## config.mk

```make
export PLATFORM = sky130hd
export DESIGN_NAME = bus_idle_sleep_ctrl
export DESIGN_NICKNAME = d
export VERILOG_FILES = /design/src/rtl/bis_pkg.sv /design/src/rtl/bis_line_sync.sv /design/src/rtl/bis_idle_timer.sv /design/src/rtl/bis_mode_fsm.sv /design/src/rtl/bis_conv_sched.sv /design/src/rtl/bus_idle_sleep_ctrl.sv
export SDC_FILE = /design/constraint.sdc
export NUM_CORES = 1
export LEC_CHECK = 0
export ABC_AREA = 1
export ABC_CLOCK_PERIOD_IN_PS = 1350
export BUFFER_PORTS_ARGS = -buffer_cell sky130_fd_sc_hd__buf_2
export CAP_MARGIN = 10
export CORE_UTILIZATION = 54
export DETAILED_ROUTE_END_ITERATION = 7
export GPL_ROUTABILITY_DRIVEN = 0
export GPL_TIMING_DRIVEN = 0
export PLACE_DENSITY = 0.78
export SETUP_SLACK_MARGIN = 0.2
export SYNTH_ARGS = -nofsm -noshare
export SYNTH_HDL_FRONTEND = slang
export SYNTH_SLANG_ARGS = --single-unit
```

## constraint.sdc

```tcl
create_clock -name clk -period 1.35 [get_ports clk]
set_clock_uncertainty 0.1 [all_clocks]
set_input_delay 0.0675 -clock clk [delete_from_list [all_inputs] [get_ports clk]]
set_output_delay 0.0675 -clock clk [all_outputs]
set_load 0.01 [all_outputs]
```

## src/rtl/bis_pkg.sv

```systemverilog
package bis_pkg;

    typedef enum logic {
        PM_ACTIVE = 1'b0,
        PM_SLEEP  = 1'b1
    } pwr_mode_e;

    localparam int NUM_LINES = 2;
    localparam int LINE_SDA  = 0;
    localparam int LINE_SCL  = 1;
    localparam int SEL_W     = 3;

    typedef enum logic [SEL_W-1:0] {
        GRP_CFG  = 3'd0,
        GRP_CUR  = 3'd1,
        GRP_ACC  = 3'd2,
        GRP_VOLT = 3'd3,
        GRP_TEMP = 3'd4
    } reg_grp_e;

    typedef struct packed {
        logic start;
        logic done;
        logic valid;
    } conv_evt_t;

    function automatic logic grp_reachable(logic [SEL_W-1:0] sel, pwr_mode_e mode);
        logic ok;
        case (sel)
            GRP_CFG, GRP_CUR, GRP_ACC: ok = 1'b1;
            GRP_VOLT, GRP_TEMP:        ok = (mode == PM_ACTIVE);
            default:                   ok = 1'b0;
        endcase
        return ok;
    endfunction

endpackage

```

## src/rtl/bis_line_sync.sv

```systemverilog
module bis_line_sync #(
    parameter int STAGES = 2,
    parameter int WIDTH  = 2
) (
    input  logic             clk,
    input  logic             rst,
    input  logic [WIDTH-1:0] raw,
    output logic [WIDTH-1:0] synced
);
    genvar g;
    generate
        for (g = 0; g < WIDTH; g++) begin : g_line
            logic [STAGES-1:0] chain;
            always_ff @(posedge clk) begin
                if (rst) begin
                    chain <= '1;
                end else if (STAGES == 1) begin
                    chain[0] <= raw[g];
                end else begin
                    chain <= {chain[STAGES-2:0], raw[g]};
                end
            end
            assign synced[g] = chain[STAGES-1];
        end
    endgenerate
endmodule

```

## src/rtl/bis_idle_timer.sv

```systemverilog
module bis_idle_timer #(
    parameter int TIMEOUT_TICKS = 250_000_000
) (
    input  logic       clk,
    input  logic       rst,
    input  logic       enable,
    input  logic [1:0] lines,
    output logic       expire
);
    localparam int CNT_W = $clog2(TIMEOUT_TICKS + 1);
    localparam logic [CNT_W-1:0] LAST = CNT_W'(TIMEOUT_TICKS - 1);

    logic [CNT_W-1:0] cnt_q;
    logic             idle;

    assign idle   = enable && (lines == 2'b00);
    assign expire = idle && (cnt_q == LAST);

    always_ff @(posedge clk) begin
        if (rst || !idle) begin
            cnt_q <= '0;
        end else if (cnt_q != LAST) begin
            cnt_q <= cnt_q + 1'b1;
        end
    end
endmodule

```

## src/rtl/bis_mode_fsm.sv

```systemverilog
module bis_mode_fsm
    import bis_pkg::*;
(
    input  logic      clk,
    input  logic      rst,
    input  logic      expire,
    input  logic      wake,
    output pwr_mode_e mode
);
    pwr_mode_e mode_q, mode_d;

    always_comb begin
        mode_d = mode_q;
        case (mode_q)
            PM_ACTIVE: if (expire) mode_d = PM_SLEEP;
            PM_SLEEP:  if (wake)   mode_d = PM_ACTIVE;
            default:   mode_d = PM_ACTIVE;
        endcase
    end

    always_ff @(posedge clk) begin
        if (rst) mode_q <= PM_ACTIVE;
        else     mode_q <= mode_d;
    end

    assign mode = mode_q;
endmodule

```

## src/rtl/bis_conv_sched.sv

```systemverilog
module bis_conv_sched
    import bis_pkg::*;
#(
    parameter int CONV_TICKS = 1024
) (
    input  logic      clk,
    input  logic      rst,
    input  logic      run,
    output conv_evt_t evt
);
    localparam int PH_W = (CONV_TICKS > 1) ? $clog2(CONV_TICKS) : 1;
    localparam logic [PH_W-1:0] PH_LAST = PH_W'(CONV_TICKS - 1);

    logic [PH_W-1:0] phase_q;
    logic            first_q;
    logic            at_end;

    assign at_end = (phase_q == PH_LAST);

    always_ff @(posedge clk) begin
        if (rst || !run) begin
            phase_q <= '0;
            first_q <= 1'b1;
        end else begin
            phase_q <= at_end ? '0 : phase_q + 1'b1;
            if (at_end) first_q <= 1'b0;
        end
    end

    always_comb begin
        evt.start = run && (phase_q == '0);
        evt.done  = run && at_end;
        evt.valid = run && at_end && !first_q;
    end
endmodule

```

## src/rtl/bus_idle_sleep_ctrl.sv

```systemverilog
module bus_idle_sleep_ctrl
    import bis_pkg::*;
#(
    parameter int SYNC_STAGES   = 2,
    parameter int TIMEOUT_TICKS = 250_000_000,
    parameter int CONV_TICKS    = 1024
) (
    input  logic             clk,
    input  logic             rst,
    input  logic             sda_in,
    input  logic             scl_in,
    input  logic             cfg_we,
    input  logic             cfg_sleep_en,
    input  logic             reg_req,
    input  logic [SEL_W-1:0] reg_sel,
    output logic             sleep_mode,
    output logic             meas_en,
    output logic             conv_start,
    output logic             conv_done,
    output logic             conv_valid,
    output logic             reg_gnt
);
    logic [NUM_LINES-1:0] lines_raw;
    logic [NUM_LINES-1:0] lines_s;
    logic                 sleep_en_q;
    logic                 expire;
    logic                 any_high;
    pwr_mode_e            mode;
    conv_evt_t            evt;

    assign lines_raw[LINE_SDA] = sda_in;
    assign lines_raw[LINE_SCL] = scl_in;
    assign any_high            = |lines_s;

    always_ff @(posedge clk) begin
        if (rst)         sleep_en_q <= 1'b0;
        else if (cfg_we) sleep_en_q <= cfg_sleep_en;
    end

    bis_line_sync #(.STAGES(SYNC_STAGES), .WIDTH(NUM_LINES)) u_sync (
        .clk(clk), .rst(rst), .raw(lines_raw), .synced(lines_s)
    );

    bis_idle_timer #(.TIMEOUT_TICKS(TIMEOUT_TICKS)) u_timer (
        .clk(clk), .rst(rst), .enable(sleep_en_q), .lines(lines_s), .expire(expire)
    );

    bis_mode_fsm u_fsm (
        .clk(clk), .rst(rst), .expire(expire), .wake(any_high), .mode(mode)
    );

    assign sleep_mode = (mode == PM_SLEEP);
    assign meas_en    = (mode == PM_ACTIVE);

    bis_conv_sched #(.CONV_TICKS(CONV_TICKS)) u_sched (
        .clk(clk), .rst(rst), .run(meas_en), .evt(evt)
    );

    assign conv_start = evt.start;
    assign conv_done  = evt.done;
    assign conv_valid = evt.valid;
    assign reg_gnt    = reg_req && grp_reachable(reg_sel, mode);
endmodule

```

==> reports/metrics.yaml <==
clocking:
  clk_path_buf_depth: 2
  cts_root_buffer: "clkbuf_8"
  insertion_delay_ns: 0.30
  numCtsBuffers: 5
  ctsHoldBuffers: 5
  cts_max_level: 2
  clkTransAtPathRegs_ns: 0.09
  cts_tree: "built"
  clock-sinks: 45
logic_synthesis:
  synth.area.top_cells: "dfxtp_1, nand2_1, nor2_1"
  ys_warn_count: 0
  synth_flop_cell: "dfxtp_1"
  syn_area_per_cell_um2: 6.63
  synth_top_area_share_pct: 36.9
  synth_common_cells: "nand2_1, nor2_1, dfxtp_1"
  synth_area_um2: 2440
  yosysMostFrequentCell: "nand2_1"
  syn_inst: 368
  yosysTopAreaCell: "dfxtp_1"
  yosys_register_bits: 45
  seq_area_frac_synth_pct: 36.9
  syn_nets: 381
  ys_async_sr_fraction_pct: 0
  synth_edf_count: 0
  ys_types: 29
grt:
  grt_max_degree: 15
  grt_use_total_pct: 31.1
  antenna_found_initial: 0
  grt_pass1_vias: 2616
  grt_first_pass_wirelength_mm: 11.9
  grt-ovfl-total: 0
routing:
  wire_per_inst_um: 18.8
  vias: 2866
  ant_nets: 0
  first_pass_iters: 5
  route.detailed.drc: 0
  vias_per_cell: 5.89
  wirelength_mm: 9.15
  drt_iter0_markers: 269
worst_setup_path:
  r2r_slack_ns: -0.24
  path_max_fanout: 3
  reg2reg_depth: 8
  crit_arrival_ns: 1.67
  worstSetupPathType: "register to output pin"
  cp-startpoint: "u_sched.phase_q[0]"
  r2r_start: "u_sched.phase_q[3]"
  worstReg2RegEnd: "u_sched.first_q"
  crit_required_ns: 1.18
  start_kind: "register"
  cp-endpoint: "conv_start"
  end_kind: "output pin"
die:
  die_h_um: 69.2
  ios: 16
  start_util_pct: 56.0
  rows: 24
  die_x_um: 69.2
  core_area_um2: 4350
  die_area_um2: 4790
timing:
  relSlewSlack_pct: 64.0
  setup_violations: 42
  finalHoldViolations: 1
  fin_crit_ns: 1.84
  setup_ws_ns: -0.488
  hold_ws_ns: -0.00705
  worst_pin_slew_ns: 0.540
  slew_viol_final: 0
  max_freq_ghz: 0.544
  post-route-period-util_pct: 136
  rsz0062_at_grt: "yes"
flow_run:
  max-cap-violations: 0
final_layout:
  nets: 447
  post-route-util_pct: 86.4
  layout-drive-gt1-share_pct: 49.9
  area_growth_pct: 54.2
  antennaDiodeCount: 0
  design_area_um2: 3760
pwr:
  peakVddDrop_v: 0.000641
  leakagePower_nw: 1.43
  powerDensity_nw_per_um2: 684
  power_mw: 2.58
min_path:
  holdCritPathClass: "input pin to register"
placed_design:
  hpwl_mm: 3.77
  placedInstanceArea_um2: 2670
  port_buffers: 15
  preCtsSetupSlack_ns: -0.182
status:
  status: "finished with violations"
  failed_checks: "negative hold slack, negative setup slack"
## placed cells by master, fill, tap and decap left out, types with 5 or more instances in the layout
cell and n:
a21oi_1 10, a21oi_2 8, buf_2 16, buf_4 18
buf_6 19, clkbuf_8 6, dfxtp_1 14, dfxtp_2 15
dfxtp_4 16, inv_1 29, inv_2 7, nand2_1 73
nand2_2 17, nand2_4 12, nand3_1 11, nand3_4 6
nand4_1 5, nor2_1 50, nor2_2 20, nor2_4 21
o21ai_2 5, xor2_1 8
## stage by stage
stage                     TNS (ns)  cells
after floorplan            -0.0126    368
after global placement       -1.89    435
after detailed placement     -2.45    435
after CTS                    -3.14    477
after global routing         -8.86    487
final                        -6.14    487
## final cells by class
| type | instances | area (µm²) |
|---|---|---|
| Buffer | 3 | 27.5 |
| Clock buffer | 6 | 82.6 |
| Clock inverter | 2 | 37.5 |
| Fill cell | 201 | 592 |
| Inverter | 41 | 181 |
| Multi-Input combinational cell | 280 | 1880 |
| Sequential cell | 45 | 980 |
| Tap cell | 52 | 65.1 |
| Timing Repair Buffer | 58 | 509 |
## power breakdown
group | internal (mW) | switching [mW]
Clock | 0.602 | 0.486
Combinational | 0.0776 | 0.0798
Sequential | 1.31 | 0.0165
## state kept, by name (all words and copies together), names as in the netlist
signal,flops
u_timer.cnt_q,28
sleep_en_q,1
u_sched.phase_q,10
u_fsm.mode,1
u_sched.first_q,1
u_sync.g_line.chain,4
## how the worst min path moves through the flow
stage | from | endpoint | cells after the start
global placement | scl_in | u_sync.g_line[1].chain[0] | 2
CTS | rst | u_sched.first_q | 3
detailed placement | scl_in | u_sync.g_line[1].chain[0] | 2
floorplan | cfg_we | sleep_en_q | 1
finish | rst | u_sched.first_q | 3
global route | rst | u_sched.first_q | 3
## worst max-delay path, stage by stage (launching register included)
cell and delay [ns]:
dfxtp_4 0.37, buf_6 0.12, inv_4 0.07, ha_4 0.14, nand4_1 0.11, nor4_1 0.34, buf_2 0.21
## cell families after synthesis
kind of cell	synth area share [%]
flip-flops	36.9
AO/OA/AOI/OAI	5.23
XOR/XNOR	5.03
adder cells (fa/ha/maj)	1.54
AND/OR/NAND/NOR	44.3
buffers and inverters	6.97
## what timing repair did
| item | 4_1_cts | 5_1_grt |
|---|---|---|
| endpoints found under the setup margin | 45 | 45 |
| pin swaps | 35 | 29 |
| cloned | 1 | 0 |
| hold endpoints to repair | 6 | 1 |
| gates resized for setup | 104 | 88 |
| setup buffers | 28 | 10 |
## layer usage
metal	GRT usage [%]	share of wire, %
met4	17.2	6.9
met5	0	0
met2	52.6	49
met1	36.5	36
met3	6.69	8.0
No activity file was read; power rests on OpenSTA's default activity.
